**config.mk**
```make
export PLATFORM = sky130hd
export DESIGN_NAME = uart_modem_regs
export DESIGN_NICKNAME = d
export VERILOG_FILES = /design/src/rtl/uart_mdm_pkg.sv /design/src/rtl/modem_in_sync.sv /design/src/rtl/modem_status_track.sv /design/src/rtl/uart_modem_regs.sv
export SDC_FILE = /design/constraint.sdc
export NUM_CORES = 1
export LEC_CHECK = 0
export BUFFER_PORTS_ARGS = -buffer_cell sky130_fd_sc_hd__buf_2
export CORE_MARGIN = 2
export CORE_UTILIZATION = 55
export DETAILED_ROUTE_END_ITERATION = 10
export PLACE_DENSITY_LB_ADDON = 0.08
export SLEW_MARGIN = 25
export SYNTH_ARGS = -nofsm -noshare
export SYNTH_HDL_FRONTEND = slang
export SYNTH_SLANG_ARGS = --single-unit
```
**constraint.sdc**
```tcl
create_clock -name clk -period 1.85 [get_ports clk]
set_input_delay 0 -clock clk [delete_from_list [all_inputs] [get_ports clk]]
set_output_delay 0 -clock clk [all_outputs]
set_load 0.05 [all_outputs]
```
**src/rtl/uart_mdm_pkg.sv**
```systemverilog
package uart_mdm_pkg;

    localparam int DATA_W = 8;
    localparam int ADDR_W = 2;

    localparam logic [ADDR_W-1:0] ADR_CTL  = 2'd0;
    localparam logic [ADDR_W-1:0] ADR_STAT = 2'd1;
    localparam logic [ADDR_W-1:0] ADR_SCR  = 2'd2;

    // control register, bit 0 first: dtr, rts, out1, out2, loop
    typedef struct packed {
        logic loop;
        logic out2;
        logic out1;
        logic rts;
        logic dtr;
    } mdm_ctl_t;

    localparam int CTL_W = $bits(mdm_ctl_t);

    // modem line vector, placed at status bits 7:4
    typedef struct packed {
        logic dcd;
        logic ri;
        logic dsr;
        logic cts;
    } mdm_line_t;

    localparam int LINE_W = $bits(mdm_line_t);

endpackage

```
**src/rtl/modem_in_sync.sv**
```systemverilog
module modem_in_sync #(
    parameter int STAGES = 2,
    parameter int W      = 4
) (
    input  logic         clk,
    input  logic         rst_n,
    input  logic [W-1:0] d,
    output logic [W-1:0] q
);

    logic [W-1:0] pipe_d [STAGES];
    logic [W-1:0] pipe_q [STAGES];

    genvar g;
    generate
        for (g = 0; g < STAGES; g++) begin : g_stage
            if (g == 0) begin : g_first
                assign pipe_d[g] = d;
            end else begin : g_next
                assign pipe_d[g] = pipe_q[g-1];
            end
        end
    endgenerate

    always_ff @(posedge clk) begin
        for (int i = 0; i < STAGES; i++) begin
            if (!rst_n) pipe_q[i] <= '0;
            else        pipe_q[i] <= pipe_d[i];
        end
    end

    assign q = pipe_q[STAGES-1];

endmodule

```
**src/rtl/modem_status_track.sv**
```systemverilog
module modem_status_track
    import uart_mdm_pkg::*;
(
    input  logic                    clk,
    input  logic                    rst_n,
    input  mdm_line_t               line_now,
    input  logic                    rd_clr,
    output mdm_line_t               line_q,
    output logic [LINE_W-1:0]       delta_q
);

    typedef struct packed {
        mdm_line_t         line;
        logic [LINE_W-1:0] delta;
    } trk_t;

    trk_t st_d, st_q;
    logic [LINE_W-1:0] hit;

    always_comb begin
        hit[0] = line_now.cts ^ st_q.line.cts;
        hit[1] = line_now.dsr ^ st_q.line.dsr;
        hit[2] = st_q.line.ri & ~line_now.ri;
        hit[3] = line_now.dcd ^ st_q.line.dcd;

        st_d       = st_q;
        st_d.line  = line_now;
        st_d.delta = (rd_clr ? '0 : st_q.delta) | hit;
    end

    always_ff @(posedge clk) begin
        if (!rst_n) st_q <= '0;
        else        st_q <= st_d;
    end

    assign line_q  = st_q.line;
    assign delta_q = st_q.delta;

    // a read with no new transition leaves all flags clear
    p_clear_on_read_r8: assert property (@(posedge clk) disable iff (!rst_n)
        rd_clr && (line_now == line_q) |=> (delta_q == '0));

    // trailing-edge flag appears only after RI went from 1 to 0
    p_ri_fall_only_r7: assert property (@(posedge clk) disable iff (!rst_n)
        $rose(delta_q[2]) |-> ($past(line_q.ri) && !line_q.ri));

    // a CTS transition seen during a read still sets its flag
    p_set_beats_clear_r9: assert property (@(posedge clk) disable iff (!rst_n)
        rd_clr && (line_now.cts != line_q.cts) |=> delta_q[0]);

endmodule

```
**src/rtl/uart_modem_regs.sv**
```systemverilog
module uart_modem_regs
    import uart_mdm_pkg::*;
#(
    parameter int SYNC_STAGES = 2
) (
    input  logic              clk,
    input  logic              rst_n,
    input  logic              reg_wr,
    input  logic              reg_rd,
    input  logic [ADDR_W-1:0] reg_addr,
    input  logic [DATA_W-1:0] reg_wdata,
    output logic [DATA_W-1:0] reg_rdata,
    input  logic              cts_in,
    input  logic              dsr_in,
    input  logic              ri_in,
    input  logic              dcd_in,
    output logic              rts_out,
    output logic              dtr_out,
    output logic              out1_out,
    output logic              out2_out
);

    typedef struct packed {
        mdm_ctl_t          ctl;
        logic [DATA_W-1:0] scratch;
    } regs_t;

    regs_t regs_d, regs_q;

    mdm_line_t         ext_raw, ext_sync, line_now, line_q;
    logic [LINE_W-1:0] delta_q;
    logic              stat_rd;

    assign ext_raw = '{dcd: dcd_in, ri: ri_in, dsr: dsr_in, cts: cts_in};

    modem_in_sync #(.STAGES(SYNC_STAGES), .W(LINE_W)) i_sync (
        .clk   (clk),
        .rst_n (rst_n),
        .d     (ext_raw),
        .q     (ext_sync)
    );

    always_comb begin
        if (regs_q.ctl.loop) begin
            line_now = '{dcd: regs_q.ctl.out2, ri: regs_q.ctl.out1,
                         dsr: regs_q.ctl.dtr,  cts: regs_q.ctl.rts};
        end else begin
            line_now = ext_sync;
        end
        stat_rd = reg_rd && (reg_addr == ADR_STAT);
    end

    modem_status_track i_track (
        .clk      (clk),
        .rst_n    (rst_n),
        .line_now (line_now),
        .rd_clr   (stat_rd),
        .line_q   (line_q),
        .delta_q  (delta_q)
    );

    always_comb begin
        regs_d = regs_q;
        if (reg_wr) begin
            case (reg_addr)
                ADR_CTL: regs_d.ctl     = mdm_ctl_t'(reg_wdata[CTL_W-1:0]);
                ADR_SCR: regs_d.scratch = reg_wdata;
                default: ;
            endcase
        end
    end

    always_ff @(posedge clk) begin
        if (!rst_n) regs_q <= '0;
        else        regs_q <= regs_d;
    end

    always_comb begin
        case (reg_addr)
            ADR_CTL:  reg_rdata = {{(DATA_W-CTL_W){1'b0}}, regs_q.ctl};
            ADR_STAT: reg_rdata = {line_q, delta_q};
            ADR_SCR:  reg_rdata = regs_q.scratch;
            default:  reg_rdata = '0;
        endcase
    end

    always_comb begin
        rts_out  = regs_q.ctl.rts  & ~regs_q.ctl.loop;
        dtr_out  = regs_q.ctl.dtr  & ~regs_q.ctl.loop;
        out1_out = regs_q.ctl.out1 & ~regs_q.ctl.loop;
        out2_out = regs_q.ctl.out2 & ~regs_q.ctl.loop;
    end

    // no modem output is active while looped back
    p_loop_pins_idle_r4: assert property (@(posedge clk) disable iff (!rst_n)
        regs_q.ctl.loop |-> !(rts_out || dtr_out || out1_out || out2_out));

    // steady loopback control shows up on the tracked status lines
    p_loop_map_r4: assert property (@(posedge clk) disable iff (!rst_n)
        regs_q.ctl.loop && $stable(regs_q.ctl) |->
        (line_q == {regs_q.ctl.out2, regs_q.ctl.out1, regs_q.ctl.dtr, regs_q.ctl.rts}));

    // a scratch write is held on the next cycle
    p_scratch_keep_r10: assert property (@(posedge clk) disable iff (!rst_n)
        reg_wr && (reg_addr == ADR_SCR) |=> (regs_q.scratch == $past(reg_wdata)));

endmodule

```
=== After elaboration in Yosys (flattened, before gate mapping) ===
Memories as Yosys holds them, arrays and structs flattened.
Cells that the tools add are included.

* Add/sub/neg operators: 0
* $mul: 0
* Divide/modulo/power cells: 0
* Order comparisons: 0
* Equal/unequal tests: 2
* Shift-type cells: 0
* Mux-type cells: 7
* Bitwise gates (word level): 13
* Reductions and logical operators: 4

{| class="wikitable"
|+ Operator list
! kind !! count
|-
| 8-bit case mux with 3 select lines || 1
|-
| 4-bit two-way mux || 4
|-
| 1-bit bitwise AND || 5
|-
| 4-bit bitwise OR || 1
|-
| 2-bit AND reduction || 2
|-
| 1-bit XOR || 3
|-
| 2-bit by 1-bit == test with 1-bit output (second input constant) || 1
|-
| 2-bit == test (second input constant) || 1
|-
| 2-bit logical NOT || 1
|-
| 1-bit two-way mux || 2
|-
| 1-bit NOT || 2
|-
| 1-bit bitwise OR || 2
|-
| 1-bit logical AND || 1
|}

* Register bits after elaboration: 21
* Latch bits: 0
* Memory bits (writable): 8
* Bits in read-only memories: 0
* Bits of input ports: 18
* Output and inout bits: 12
* Word-level logic and storage cells: 38
* Memories: 1

{| class="wikitable"
|+ Memories
! memory !! depth !! width !! read ports !! clocked after Yosys merged registers in !! write ports !! line !! RTL
|-
| i_sync.pipe_q || 2 || 4 || 2 || 0 || 2 || modem_in_sync.sv:12 || <nowiki>logic [W-1:0] pipe_q [STAGES];</nowiki>
|}

=== Longest topological paths before layout ===
* Depth in word-level cells: 4
* Gate-level depth with buffers: 6
* Gate-level depth less buffers: 3

=== By module ===
A second synthesis with hierarchy kept.

* Cell total of the unflattened synthesis: 120
* Area, all modules: 1241.2 um2

{| class="wikitable"
|+ By module, submodules not included
! module !! instances !! cells an instance !! area an instance (um2) !! seq. area each (um2)
|-
| uart_modem_regs || 1 || 80 || 754.5 || 260.2
|-
| modem_status_track || 1 || 24 || 276.5 || 160.2
|-
| modem_in_sync || 1 || 16 || 210.2 || 160.2
|}

=== Least setup slack after synthesis ===
No wires, ideal clock.

* Path type: register to output
* Start: reg regs_q[12]
* End: out reg_rdata[4]
* Data arrival time: 1590 ps
* Data required time: 1850 ps
* Setup slack: 260 ps
* Stages on the path, launching flop included: 4
* Path buffers: 1
* Path through: dfxtp_1 -> buf_6 -> mux2i_1 -> o21ai_0

* Word-level cells in the longest chain between the ends: 1

{| class="wikitable"
|+ RTL lines
! what !! line !! RTL
|-
| from (decl) || uart_modem_regs.sv:28 || <nowiki>regs_t regs_d, regs_q;</nowiki>
|-
| from (signal assigned) || uart_modem_regs.sv:75 || <nowiki>else regs_q <= regs_d;</nowiki>
|-
| 8-bit case mux with 3 select lines || uart_modem_regs.sv:79 || <nowiki>case (reg_addr)</nowiki>
|-
| to (decl) || uart_modem_regs.sv:12 || <nowiki>output logic [DATA_W-1:0] reg_rdata,</nowiki>
|}

No other way between the ends.

=== Final worst setup path ===
Same ends and word-level chain as after synthesis.

==> metrics.txt <==
# TYPE chip_impl_metric gauge
chip_impl_info{name="run_status",value="finished clean"} 1
chip_impl_metric{name="synth.lib_cells_used.distinct",unit=""} 18
chip_impl_metric{name="fillCellCount",unit=""} 176
chip_impl_metric{name="starting_utilization_of_the_core_area",unit="%"} 57.6
chip_impl_metric{name="port-buffer-count",unit=""} 29
chip_impl_metric{name="clock_latency",unit="ns"} 0.32
chip_impl_metric{name="setup-violations-final",unit=""} 0
chip_impl_metric{name="post-route-cell-area",unit="mm2"} 0.00154
chip_impl_info{name="regToRegStartpoint",value="regs_q[12]"} 1
chip_impl_metric{name="overflow",unit=""} 0
chip_impl_metric{name="worst_reg_to_reg_setup_slack",unit="ns"} 0.58
chip_impl_metric{name="core",unit="mm2"} 0.00217
chip_impl_info{name="path_cells",value="mux2i_1 -> o21ai_0 -> buf_2"} 1
chip_impl_metric{name="mappedNetlistArea",unit="mm2"} 0.00125
chip_impl_metric{name="placed_cell_area",unit="mm2"} 0.00136
chip_impl_metric{name="final-hold-violation-count",unit=""} 0
chip_impl_metric{name="worst_slew_margin_rel",unit="%"} 73.6
chip_impl_metric{name="io-pin-count",unit=""} 30
chip_impl_metric{name="pin_count_of_the_biggest_net_entering_global_routing",unit=""} 31
chip_impl_metric{name="nNetsFinal",unit=""} 183
chip_impl_metric{name="grt_antenna_before_repair",unit=""} 0
chip_impl_metric{name="yosys-mux-area-fraction",unit="%"} 11.2
chip_impl_metric{name="worstSetupPathDepth",unit=""} 3
chip_impl_metric{name="longest_individual_stage_delay_on_the_worst_path",unit="ns"} 0.56
chip_impl_metric{name="ctsLongestPathBuffers",unit=""} 2
chip_impl_metric{name="worst-path-max-fanout",unit=""} 10
chip_impl_metric{name="synth.net_count",unit=""} 143
chip_impl_metric{name="synthXorXnorAreaFrac",unit="%"} 2.10
chip_impl_metric{name="grt_pass1_vias",unit=""} 961
chip_impl_info{name="crit_path_start",value="regs_q[12]"} 1
chip_impl_info{name="worstSetupPathType",value="reg -> out"} 1
chip_impl_info{name="worstReg2RegEnd",value="i_track.delta_q[1]"} 1
chip_impl_info{name="end_kind",value="primary output"} 1
chip_impl_metric{name="achievable-frequency",unit="MHz"} 688
chip_impl_metric{name="ys_seq_area_share",unit="%"} 46.5
chip_impl_info{name="worst_setup_path_endpoint",value="reg_rdata[4]"} 1
chip_impl_metric{name="max_slew.worst_pin.slew",unit="ns"} 0.397
chip_impl_info{name="min-delay-path-class",value="in -> reg"} 1
chip_impl_metric{name="path_buf_inv",unit=""} 1
chip_impl_metric{name="synth_compound_gate_area_share",unit="%"} 11.5
chip_impl_metric{name="firstDrtPassIters",unit=""} 4
chip_impl_metric{name="post_synth_inst_count",unit=""} 125
chip_impl_metric{name="crit_share_post_route",unit="%"} 78.6
chip_impl_info{name="setup.worst_path.start_class",value="register"} 1
chip_impl_metric{name="n_antenna_cell",unit=""} 0
chip_impl_metric{name="rows",unit=""} 17
chip_impl_metric{name="dpl.hpwl",unit="um"} 1630
chip_impl_info{name="synth_top_family_by_area",value="simple AND/OR/NAND/NOR gates"} 1
chip_impl_metric{name="post_cts_setup_buffers",unit=""} 0
chip_impl_info{name="tritoncts",value="done"} 1
chip_impl_metric{name="synth-seq-cells",unit=""} 29
chip_impl_metric{name="synthesis.area_per_instance",unit="um2"} 9.99
chip_impl_metric{name="wire_per_inst",unit="um"} 12.3
chip_impl_metric{name="grt_util_all_layers",unit="%"} 21.2
chip_impl_metric{name="reported_leakage_power",unit="uW"} 0.000635
chip_impl_info{name="cpMaxStageDelayCell",value="sky130_fd_sc_hd__dfxtp_1"} 1
chip_impl_metric{name="dieArea",unit="mm2"} 0.00267
chip_impl_metric{name="synthToLayoutAreaGrowth",unit="%"} 23.0
chip_impl_metric{name="synth_adder_area_share",unit="%"} 0
chip_impl_info{name="rsz0062_at_grt",value="no"} 1
chip_impl_metric{name="critical_path_required",unit="ns"} 1.85
chip_impl_metric{name="clock-sinks",unit=""} 29
chip_impl_metric{name="routed_via_density",unit=""} 5.10
chip_impl_metric{name="clk_transition_reported_paths",unit="ns"} 0.09
chip_impl_metric{name="finalSetupTns",unit="ns"} 0
chip_impl_metric{name="yosysWarnings",unit=""} 0
chip_impl_metric{name="cell_count_of_the_worst_reg_to_reg_path",unit=""} 3
chip_impl_metric{name="layout-drive-gt1-share",unit="%"} 22.4
chip_impl_metric{name="clock_tree_skew_after_final_layout",unit="ns"} 0.00827
chip_impl_metric{name="fin_crit",unit="ns"} 1.45
chip_impl_metric{name="crit_arrival",unit="ns"} 1.45
chip_impl_info{name="cts.root.buffer_cell",value="sky130_fd_sc_hd__clkbuf_4"} 1
chip_impl_metric{name="cts_inserted_buffers",unit=""} 5
chip_impl_metric{name="synth-simple-area-share",unit="%"} 22.6
chip_impl_metric{name="worst_ir_drop_vdd",unit="uV"} 720
chip_impl_metric{name="drc",unit=""} 0
chip_impl_metric{name="initialDrtViolationCount",unit=""} 27
chip_impl_info{name="cell_family_with_the_largest_share_of_critical_path_delay",value="flip-flops"} 1
chip_impl_metric{name="die_width",unit="um"} 51.7
chip_impl_metric{name="finalMaxSlewViolations",unit=""} 0
chip_impl_metric{name="die-height",unit="um"} 51.7
chip_impl_metric{name="vias",unit=""} 984
chip_impl_metric{name="grt_first_pass_wirelength",unit="um"} 4050
chip_impl_metric{name="power_per_cell_area",unit="mW/mm2"} 791
chip_impl_metric{name="routed_wirelength",unit="um"} 2370
chip_impl_metric{name="maxCapViolations",unit=""} 0
chip_impl_metric{name="antenna_violating_nets_post_route",unit=""} 0
chip_impl_metric{name="globalplace.congestion",unit=""} 0.754
chip_impl_metric{name="cts.htree.levels",unit=""} 2
## placed cells by master (no fill, tap or decap)
cell type                       synthesis  final
sky130_fd_sc_hd__clkbuf_8               0      1
sky130_fd_sc_hd__clkbuf_4               0      5
sky130_fd_sc_hd__mux2i_1               14     14
sky130_fd_sc_hd__o21ai_0                5      5
sky130_fd_sc_hd__a21boi_0               8      8
sky130_fd_sc_hd__nor3b_4                1      1
sky130_fd_sc_hd__a22o_1                 5      5
sky130_fd_sc_hd__a22oi_1                1      1
sky130_fd_sc_hd__and2_1                 9      9
sky130_fd_sc_hd__dfxtp_1               29     29
sky130_fd_sc_hd__a21boi_1               1      1
sky130_fd_sc_hd__nor2b_1               16     16
sky130_fd_sc_hd__buf_2                  0     29
sky130_fd_sc_hd__clkbuf_1               3      1
sky130_fd_sc_hd__nand3_1                8      8
sky130_fd_sc_hd__buf_4                  1      1
sky130_fd_sc_hd__xnor2_1                2      2
sky130_fd_sc_hd__dlygate4sd3_1          0     12
sky130_fd_sc_hd__xor2_1                 1      1
sky130_fd_sc_hd__nand3b_1               2      2
sky130_fd_sc_hd__nand2_1               14     14
## layer usage
| layer | part of all wire (%) | global-route usage (%) | vias up |
|---|---|---|---|
| met1 | 46 | 23.8 | 446 |
| met4 | 1.4 | 9.21 | 0 |
| li1 | - | - | 499 |
| met5 | 0 | 0 | - |
| met3 | 5.2 | 11.5 | 4 |
| met2 | 47 | 33.3 | 35 |
## where the power goes
| part | internal [uW] | total (uW) | switching (uW) | leakage (uW) |
|---|---|---|---|---|
| logic | 74.8 | 163 | 88.0 | 0.000366 |
| registers | 650 | 665 | 15.0 | 0.000237 |
| clock network | 179 | 387 | 208 | 0.0000314 |
| total | 904 | 1210 | 311 | 0.000635 |
## per-stage QoR
step / util (%) / setup WS [ns] / total power (uW) / std cells / hold WS [ns]
detailed placement: 62.7 / 0.568 / 824 / 174 / 0.209
global route: 70.8 / 0.237 / 1280 / 193 / 0.0317
global placement: 62.7 / 0.613 / 821 / 174 / 0.208
CTS: 70.8 / 0.381 / 1220 / 193 / 0.0278
floorplan: - / 0.260 / 791 / 125 / 0.127
finish: 70.8 / 0.396 / 1210 / 193 / 0.0407
## Yosys cell counts
master                      n  share of area, %
sky130_fd_sc_hd__dfxtp_1   29                46
sky130_fd_sc_hd__nor2b_1   16               8.0
sky130_fd_sc_hd__mux2i_1   14                11
sky130_fd_sc_hd__nand2_1   14               4.2
sky130_fd_sc_hd__and2_1     9               4.5
sky130_fd_sc_hd__a21boi_0   8               4.8
sky130_fd_sc_hd__nand3_1    8               3.2
sky130_fd_sc_hd__a22o_1     5               3.5
sky130_fd_sc_hd__buf_6      5               4.5
sky130_fd_sc_hd__o21ai_0    5               2.0
sky130_fd_sc_hd__clkbuf_1   3              0.90
sky130_fd_sc_hd__nand3b_1   2               1.2
sky130_fd_sc_hd__xnor2_1    2               1.4
sky130_fd_sc_hd__a21boi_1   1              0.60
sky130_fd_sc_hd__a22oi_1    1              0.60
sky130_fd_sc_hd__buf_4      1              0.60
sky130_fd_sc_hd__nor3b_4    1               1.5
sky130_fd_sc_hd__xor2_1     1              0.70
## worst min-delay path, delay by kind of cell
kind                   cells  cell delay (ns)
AND/OR/NAND/NOR            1             0.10
AO/OA/AOI/OAI              1             0.05
buffers and inverters      1             0.17
## cell type report
cell class,count,area [um2],area share [%]
well taps,28,35.0,2.28
repair buffers,42,273,17.8
clock buffers,7,55.1,3.58
flip-flops and latches,29,581,37.8
multi-input cells,87,593,38.6
## how the worst min path moves through the flow
stage                       from                   to  slack (ns)  cells after the start
after floorplan           cts_in  i_sync.pipe_q[0][0]        0.13                      1
after global placement    dcd_in  i_sync.pipe_q[0][3]        0.21                      2
after detailed placement  dcd_in  i_sync.pipe_q[0][3]        0.21                      2
after CTS                 reg_wr            regs_q[3]        0.03                      3
after global routing      reg_wr            regs_q[3]        0.03                      3
final                     reg_wr            regs_q[3]        0.04                      3
## cells by family (layout without fill, tap and decap cells)
logic type,Yosys count,after routing
simple gates,50,50
flops,29,29
compound gates,20,20
mux,14,14
buf+inv,9,49
xor+xnor,3,3
## registers in the layout, indices dropped and copies added (netlist names)
signal and cells:
i_track.delta_q 4, regs_q 13, i_sync.pipe_q 8, i_track.line_q 4
## what timing repair did
item,CTS,global route
hold buffers,12,0
resized for setup,0,0
hold endpoints to repair,17,0
(Power assumes the default switching activity.)
